File: config.mk
export PLATFORM = sky130hd
export DESIGN_NAME = bond_wr_combiner
export DESIGN_NICKNAME = d
export VERILOG_FILES = /design/src/rtl/bond_pkg.sv /design/src/rtl/bond_cmd_gate.sv /design/src/rtl/bond_ack_cnt.sv /design/src/rtl/bond_ack_pair.sv /design/src/rtl/bond_wr_combiner.sv
export SDC_FILE = /design/constraint.sdc
export NUM_CORES = 1
export LEC_CHECK = 0
export BUFFER_PORTS_ARGS = -buffer_cell sky130_fd_sc_hd__buf_2
export CORE_AREA = 2 2 91 93
export CTS_CLUSTER_SIZE = 24
export DETAILED_ROUTE_END_ITERATION = 6
export DIE_AREA = 0 0 93 95
export PLACE_DENSITY = 0.66
export SLEW_MARGIN = 5
export SYNTH_ARGS = -nofsm -noshare
export SYNTH_HDL_FRONTEND = slang
export SYNTH_SLANG_ARGS = --single-unit
File: constraint.sdc
create_clock -name clk -period 1.8 [get_ports clk]
set_input_delay 0.27 -clock clk [delete_from_list [all_inputs] [get_ports clk]]
set_output_delay 0.27 -clock clk [all_outputs]
set_load 0.01 [all_outputs]
File: src/rtl/bond_pkg.sv
package bond_pkg;
   typedef enum logic [0:0] {
      SIDE_A = 1'b0,
      SIDE_B = 1'b1
   } bond_side_e;

   localparam int unsigned BOND_SIDES    = 2;
   localparam int unsigned BOND_MIN_DW   = 64;
   localparam int unsigned BOND_MAX_DW   = 256;
   localparam int unsigned BOND_MIN_SIDE = 8;

   function automatic logic width_ok(input int unsigned lo_w, input int unsigned hi_w);
      return (lo_w + hi_w >= BOND_MIN_DW) && (lo_w + hi_w <= BOND_MAX_DW)
             && (lo_w >= BOND_MIN_SIDE) && (hi_w >= BOND_MIN_SIDE);
   endfunction
endpackage

File: src/rtl/bond_cmd_gate.sv
module bond_cmd_gate #(
   parameter int unsigned ADDR_W = 32,
   parameter int unsigned LO_W   = 24,
   parameter int unsigned HI_W   = 40,
   localparam int unsigned DW    = LO_W + HI_W
) (
   input  logic              m_valid,
   input  logic              m_write,
   input  logic [ADDR_W-1:0] m_addr,
   input  logic [DW-1:0]     m_wdata,
   output logic              m_stall,
   output logic              issue,
   output logic              a_valid,
   output logic              a_write,
   output logic [ADDR_W-1:0] a_addr,
   output logic [LO_W-1:0]   a_wdata,
   input  logic              a_ready,
   output logic              b_valid,
   output logic              b_write,
   output logic [ADDR_W-1:0] b_addr,
   output logic [HI_W-1:0]   b_wdata,
   input  logic              b_ready
);
   logic both_ready;

   always_comb begin
      both_ready = a_ready & b_ready;
      issue      = m_valid & both_ready;
      m_stall    = m_valid & ~both_ready;
   end

   // Command fields fan out to both sides unchanged.
   always_comb begin
      a_valid = issue;
      b_valid = issue;
      a_write = m_write;
      b_write = m_write;
      a_addr  = m_addr;
      b_addr  = m_addr;
   end

   // Data slices follow the controller widths: low part to A, upper part to B.
   always_comb begin
      a_wdata = m_wdata[LO_W-1:0];
      b_wdata = m_wdata[DW-1:LO_W];
   end
endmodule

File: src/rtl/bond_ack_cnt.sv
module bond_ack_cnt #(
   parameter int unsigned CNT_W = 4
) (
   input  logic             clk,
   input  logic             rst_n,
   input  logic             inc,
   input  logic             dec,
   output logic [CNT_W-1:0] cnt,
   output logic             nz
);
   logic [CNT_W-1:0] cnt_q;

   always_ff @(posedge clk) begin
      if (!rst_n) begin
         cnt_q <= '0;
      end else begin
         unique case ({inc, dec})
            2'b10:   cnt_q <= cnt_q + 1'b1;
            2'b01:   cnt_q <= cnt_q - 1'b1;
            default: cnt_q <= cnt_q;
         endcase
      end
   end

   always_comb begin
      cnt = cnt_q;
      nz  = |cnt_q;
   end
endmodule

File: src/rtl/bond_ack_pair.sv
module bond_ack_pair #(
   parameter int unsigned CNT_W    = 4,
   parameter bit          FAST_ACK = 1'b0
) (
   input  logic             clk,
   input  logic             rst_n,
   input  logic             a_ack,
   input  logic             b_ack,
   output logic             m_ack,
   output logic [CNT_W-1:0] cnt_a,
   output logic [CNT_W-1:0] cnt_b
);
   import bond_pkg::*;

   logic [BOND_SIDES-1:0] side_ack;
   logic [BOND_SIDES-1:0] side_nz;
   logic [BOND_SIDES-1:0] side_avail;
   logic [CNT_W-1:0]      side_cnt [BOND_SIDES];
   logic                  pop;

   always_comb begin
      side_ack[SIDE_A] = a_ack;
      side_ack[SIDE_B] = b_ack;
   end

   for (genvar s = 0; s < BOND_SIDES; s++) begin : g_side
      bond_ack_cnt #(.CNT_W(CNT_W)) cnt_i (
         .clk  (clk),
         .rst_n(rst_n),
         .inc  (side_ack[s]),
         .dec  (pop),
         .cnt  (side_cnt[s]),
         .nz   (side_nz[s])
      );
      if (FAST_ACK) begin : g_fast
         assign side_avail[s] = side_nz[s] | side_ack[s];
      end else begin : g_reg
         assign side_avail[s] = side_nz[s];
      end
   end

   always_comb begin
      pop   = &side_avail;
      m_ack = pop;
      cnt_a = side_cnt[SIDE_A];
      cnt_b = side_cnt[SIDE_B];
   end
endmodule

File: src/rtl/bond_wr_combiner.sv
module bond_wr_combiner #(
   parameter int unsigned ADDR_W   = 32,
   parameter int unsigned LO_W     = 24,
   parameter int unsigned HI_W     = 40,
   parameter int unsigned CNT_W    = 4,
   parameter bit          FAST_ACK = 1'b0,
   localparam int unsigned DW      = LO_W + HI_W
) (
   input  logic              clk,
   input  logic              rst_n,
   input  logic              m_valid,
   input  logic              m_write,
   input  logic [ADDR_W-1:0] m_addr,
   input  logic [DW-1:0]     m_wdata,
   output logic              m_stall,
   output logic              m_ack,
   output logic              a_valid,
   output logic              a_write,
   output logic [ADDR_W-1:0] a_addr,
   output logic [LO_W-1:0]   a_wdata,
   input  logic              a_ready,
   input  logic              a_ack,
   output logic              b_valid,
   output logic              b_write,
   output logic [ADDR_W-1:0] b_addr,
   output logic [HI_W-1:0]   b_wdata,
   input  logic              b_ready,
   input  logic              b_ack
);
   import bond_pkg::*;

   // elaboration-time width checks
   if (!width_ok(LO_W, HI_W)) begin : g_bad_width
      $error("bond_wr_combiner: side widths out of range");
   end
   if (CNT_W < 2) begin : g_bad_cnt
      $error("bond_wr_combiner: CNT_W too small");
   end

   logic             issue;
   logic [CNT_W-1:0] cnt_a;
   logic [CNT_W-1:0] cnt_b;

   bond_cmd_gate #(
      .ADDR_W(ADDR_W),
      .LO_W  (LO_W),
      .HI_W  (HI_W)
   ) gate_i (
      .m_valid(m_valid),
      .m_write(m_write),
      .m_addr (m_addr),
      .m_wdata(m_wdata),
      .m_stall(m_stall),
      .issue  (issue),
      .a_valid(a_valid),
      .a_write(a_write),
      .a_addr (a_addr),
      .a_wdata(a_wdata),
      .a_ready(a_ready),
      .b_valid(b_valid),
      .b_write(b_write),
      .b_addr (b_addr),
      .b_wdata(b_wdata),
      .b_ready(b_ready)
   );

   bond_ack_pair #(
      .CNT_W   (CNT_W),
      .FAST_ACK(FAST_ACK)
   ) pair_i (
      .clk  (clk),
      .rst_n(rst_n),
      .a_ack(a_ack),
      .b_ack(b_ack),
      .m_ack(m_ack),
      .cnt_a(cnt_a),
      .cnt_b(cnt_b)
   );

   logic unused_ok;
   always_comb unused_ok = issue ^ (|cnt_a) ^ (|cnt_b);
endmodule

# Word-level counts from Yosys, hierarchy flattened
# Index checks and enable logic that the tools add are counted.
dict set report word_totals {
  input_bits 104
  register_bits 8
  out_inout_bits 134
}
dict set report op_classes {
  mux 2
  n_eq_ne 4
  n_bitwise 4
  n_reduce_logical 5
  addsub 4
}
# operator count
set ops {}
lappend ops {{one-hot mux 4 bit (2 select lines)} 2}
lappend ops {{adder 4 x 1 -> 4 bit (second input constant)} 2}
lappend ops {{OR reduction 4 bit} 2}
lappend ops {{subtractor 4 x 1 -> 4 bit (second input constant)} 2}
lappend ops {{equality test 2 x 1 -> 1 bit (second input constant)} 2}
lappend ops {{equality test 2 bit (second input constant)} 2}
lappend ops {{nonzero test 2 bit} 2}
lappend ops {{bitwise AND 1 bit} 3}
lappend ops {{AND reduction 2 bit} 1}
lappend ops {{inverter 1 bit} 1}

# Logic depth before layout (Yosys ltp)
dict set report logic_depth {
  depth_word 4
  mapped_depth 9
  mapped_depth_nobuf 9
}

# Modules after synthesis
# From an unflattened synthesis, not the netlist that was laid out.
dict set report unflattened {
  hier_cells 194
  area_unflattened_um2 1564.0
}
# mod area_per_inst_um2 seq_area_each_um2 n_inst cells_each
set modules_own_cells {}
lappend modules_own_cells {bond_cmd_gate 1008.5 0.0 1 134}
lappend modules_own_cells {{bond_ack_cnt at pair_i.g_side[0].cnt_i} 277.8 80.1 1 30}
lappend modules_own_cells {{bond_ack_cnt at pair_i.g_side[1].cnt_i} 271.5 80.1 1 29}
lappend modules_own_cells {bond_ack_pair 6.3 0.0 1 1}

# Least setup slack after synthesis
# No wires, ideal clock.
dict set report synth_timing {
  kind {flip-flop to flip-flop}
  from {register pair_i.g_side[0].cnt_i.cnt_q[1]}
  to {register pair_i.g_side[0].cnt_i.cnt_q[2]}
  stages_incl_launch_ff 10
  n_path_buf 0
  slack_ns -0.307
  period_less_slack_ns 2.107
  setup_ns 0.070
  arrival_ns 2.037
  required_ns 1.730
  cell_sequence {dfxtp_1 -> nor4_1 -> nor2_1 -> ha_1 -> xor2_1 -> ha_1 -> a21oi_2 -> xor2_1 -> or3_1 -> a21boi_1}
}
dict set report synth_via {
  elab_chain_len 4
  word_cells_on_any_way 8
  classes_between {2 x add/sub; 2 x eq/ne; 1 x mux; 3 x reduce/logical}
}
# item line_no
set synth_lines {}
lappend synth_lines {{from (decl)} bond_ack_cnt.sv:11} ;# logic [CNT_W-1:0] cnt_q;
lappend synth_lines {{from (signal assigned)} bond_ack_cnt.sv:18} ;# 2'b10: cnt_q <= cnt_q + 1'b1;
lappend synth_lines {{from (signal assigned)} bond_ack_cnt.sv:19} ;# 2'b01: cnt_q <= cnt_q - 1'b1;
lappend synth_lines {{from (signal assigned)} bond_ack_cnt.sv:20} ;# default: cnt_q <= cnt_q;
lappend synth_lines {{OR reduction 4 bit (*)} bond_ack_cnt.sv:27} ;# nz = |cnt_q;
lappend synth_lines {{AND reduction 2 bit (*)} bond_ack_pair.sv:43} ;# pop = &side_avail;
lappend synth_lines {{net m_ack} bond_wr_combiner.sv:16} ;# output logic m_ack,
lappend synth_lines {{equality test 2 x 1 -> 1 bit or equality test 2 bit (tied branches)} bond_ack_cnt.sv:17} ;# unique case ({inc, dec})
lappend synth_lines {{one-hot mux 4 bit (2 select lines) or nonzero test 2 bit (tied branches)} -}
# Mark *: on every way through the listed nets, which the timed path passes. The rest lies on a longest branch.
# A chain may end at the register's enable or synchronous reset.

# Final worst setup path
dict set report layout_timing {
  from {register pair_i.g_side[1].cnt_i.cnt_q[1]}
  to {register pair_i.g_side[0].cnt_i.cnt_q[2]}
}
dict set report layout_via {
  elab_chain_len 4
  word_cells_on_any_way 6
  classes_between {2 x eq/ne; 1 x mux; 3 x reduce/logical}
}
# item line_no
set layout_lines {}
lappend layout_lines {{from (decl)} bond_ack_cnt.sv:11}
lappend layout_lines {{from (signal assigned)} bond_ack_cnt.sv:18}
lappend layout_lines {{from (signal assigned)} bond_ack_cnt.sv:19}
lappend layout_lines {{from (signal assigned)} bond_ack_cnt.sv:20}
lappend layout_lines {{OR reduction 4 bit (*)} bond_ack_cnt.sv:27}
lappend layout_lines {{AND reduction 2 bit (*)} bond_ack_pair.sv:43}
lappend layout_lines {{equality test 2 x 1 -> 1 bit or equality test 2 bit (tied branches)} bond_ack_cnt.sv:17}
lappend layout_lines {{one-hot mux 4 bit (2 select lines) or nonzero test 2 bit (tied branches)} -}
# Every way passes the cells marked *; elsewhere a longest branch is shown, timed or not.

==> reports/metrics.csv <==
stage,metric,value,unit
outcome,outcome,"finished, violations left",
outcome,failing checks,negative setup slack,
place,port bufs,10,
drt,first-pass iteration count of the detailed router,2,
power_and_ir_drop,total power,1.73,mW
global_route,pin count of the biggest net entering global routing,11,
sta,fin crit share,1.09,
finish,layout net count,200,
yosys,Cells after Synth,193,
cts,clock-pin slew on the worst setup and hold paths,0.05,ns
worst_setup_path,critical path's top delay family,simple AND/OR/NAND/NOR gates,
drt,Via Count,679,
sta,final worst setup slack,-0.167,ns
yosys,synthesized area per cell,7.99,sq um
yosys,yosys synthesis warning count,0,
global_route,first-pass GRT wire length,3.80,mm
worst_setup_path,CP startpoint kind,flip-flop,
die,die area,0.00884,sq mm
hold_path,hold depth,2,
drt,DRC violations left,0,
die,CORE AREA,0.00793,sq mm
cts,Clock Tree Root,clkbuf_8,
cts,Num CTS Buffers,3,
finish,max FFs per register,8,
cts,clock tree sinks,8,
sta,Fin. Hold Viols,0,
sta,Tmin final,1.97,ns
power_and_ir_drop,PD cells,1680,mW/mm^2
die,I/O pin count,238,
power_and_ir_drop,maximum vdd drop,0.717,mV
place,pre-CTS WS,-0.177,ns
worst_setup_path,Worst path depth,9,
die,row count,33,
worst_setup_path,worst-path fanout max,5,
global_route,GRT Resource Usage Total,0.0567,
sta,setup repair after global routing missed its margin,true,
finish,layout cell share with drive strength beyond 1,0.528,
place,GP Congestion,0.760,
cts,Clock Tree Buf Depth,2,
power_and_ir_drop,Static Leakage,0.388,nW
sta,worst slew pin tran,0.306,ns
place,placed cells,188,
worst_setup_path,critical-path cell list,"nor4_4, nor2_4, ha_4, xor2_1, ha_2, a21oi_2, xor2_1, or3_1, a21boi_1",
die,Chip Height,95,um
worst_setup_path,CP Capture Type,flip-flop,
finish,Final Util,0.130,
yosys,Synthesized Nets,303,
yosys,#FFs+latches synth,8,
worst_setup_path,Crit Path Class,flip-flop to flip-flop,
global_route,overflow left after global routing,0,
yosys,mapped cell area,0.00154,sq mm
drt,Antenna Nets Post-Route,0,
job,max-cap violations,0,
finish,Syn-to-layout area delta,-33.3,%
cts,htree depth,1,
finish,post-route insts no fill,194,
worst_setup_path,cell mode on critical path,xor2_1,
worst_setup_path,slowest CP cell,dfxtp_4,
hold_path,HP Class,primary input to flip-flop,
drt,routed len/inst,14.4,um
global_route,initial antenna violation count,0,
worst_setup_path,worst path arrival time,2.14,ns
drt,DRT iter0 DRCs,5,
sta,clk_skew,0.00452,ns
yosys,post-synthesis sequential area ratio,0.104,
worst_setup_path,Crit path largest cell delay,0.34,ns
die,Starting Density,0.195,
die,DIE WIDTH,93,um
drt,vias per inst,3.50,
sta,Final Slew Violations,0,
sta,Slew HR,0.794,
worst_setup_path,CP Buf/Inv Count,0,
drt,WL final,2.79,mm
place,Detail Placement HPWL,2.25,mm
cts,CTS tree,yes,
cts,Worst-Skew Late Latency,0.25,ns
finish,antenna fix cells,0,
global_route,vias in the first global route,674,
worst_setup_path,Critical Path RT,1.98,ns
yosys,distinct cell type count after synthesis,27,
worst_setup_path,reg2reg path depth,9,
sta,fmax,0.508,GHz
sta,final count of negative-setup-slack endpoints,5,
-- cell type report --
| type | instances | area, sq um |
|---|---|---|
| clock buffers | 4 | 45.0 |
| flip-flops and latches | 8 | 168 |
| multi-input cells | 51 | 523 |
| fillers | 923 | 6900 |
| repair buffers | 24 | 155 |
| inverters | 2 | 7.51 |
| well taps | 105 | 131 |
-- synthesized netlist by cell type --
cell,n,area share
and2_1,2,0.0081
buf_2,1,0.0032
dfxtp_1,8,0.10
mux2i_1,4,0.026
and3_1,1,0.0041
ha_1,6,0.049
xor2_1,4,0.023
nor4_1,2,0.0081
or3_1,2,0.0081
a21oi_2,2,0.011
xnor2_1,2,0.011
o31ai_1,1,0.0049
nor3b_1,1,0.0049
a21boi_1,2,0.0097
a21boi_0,1,0.0049
o22ai_1,1,0.0041
o21ai_1,1,0.0032
nand2b_1,3,0.012
o21ai_0,4,0.013
nor4b_1,1,0.0057
buf_4,131,0.64
nor2b_1,3,0.012
nand2_1,4,0.0097
nor2_1,2,0.0049
nor4bb_1,1,0.0065
inv_1,2,0.0049
a32o_1,1,0.0065
-- what timing repair did --
item,CTS,global route
pin swaps,6,5
hold buffers,0,0
buffers inserted,2,0
cloned,0,0
gates resized for setup,9,3
setup endpoints to repair,5,7
-- cell usage in the layout, fill, tap and decap left out, types with 2 or more instances in the layout --
cell      instances
buf_4            14
o21ai_0           4
or3_1             2
xor2_1            3
a21boi_1          2
buf_2            10
ha_2              2
ha_4              4
dfxtp_1           4
inv_1             2
nand2b_1          3
xnor2_1           2
nand2_1           4
nor2b_1           3
dfxtp_2           3
mux2i_1           4
a21oi_2           2
and2_1            2
clkbuf_8          3
nor4_4            2
-- stage by stage --
stage               TNS [ns]  area, sq um  hold slack (ns)
finish                -0.478         1030            0.363
detailed placement    -0.594          898            0.540
global route           -1.01         1030            0.372
global placement      -0.245          898            0.540
floorplan             -0.346         1620            0.392
CTS                   -0.407         1010            0.366
-- power by group --
part	switching [mW]	total, mW	internal, mW
logic	0.480	1.13	0.645
registers	0.0952	0.350	0.255
clock network	0.0973	0.253	0.156
total	0.672	1.73	1.06
-- path summary, 6_finish.rpt --
check,start,to,slack [ns]
max reg2reg,pair_i.g_side[1].cnt_i.cnt[1],pair_i.g_side[0].cnt_i.cnt[2],-0.17
min reg2reg,pair_i.g_side[1].cnt_i.cnt[2],pair_i.g_side[1].cnt_i.cnt[2],0.56
max,pair_i.g_side[1].cnt_i.cnt[1],pair_i.g_side[0].cnt_i.cnt[2],-0.17
min,rst_n,pair_i.g_side[1].cnt_i.cnt[2],0.36
-- kinds of logic after synthesis --
kind of cell	Yosys count	share of synthesized area
flip-flops	8	0.104
adder cells (fa/ha/maj)	6	0.0487
buffers and inverters	134	0.646
XOR/XNOR	6	0.0341
multiplexers	4	0.0260
AO/OA/AOI/OAI	13	0.0576
AND/OR/NAND/NOR	22	0.0844
-- layer usage --
metal  part of all wire  vias to the layer above  global-route usage
met4               0.11                        0              0.0833
li1                   -                      277                   -
met2               0.46                       58              0.0870
met3               0.19                       49              0.0343
met5                  0                        -                   0
met1               0.23                      295              0.0402
No activity file was read; power rests on OpenSTA's default activity.
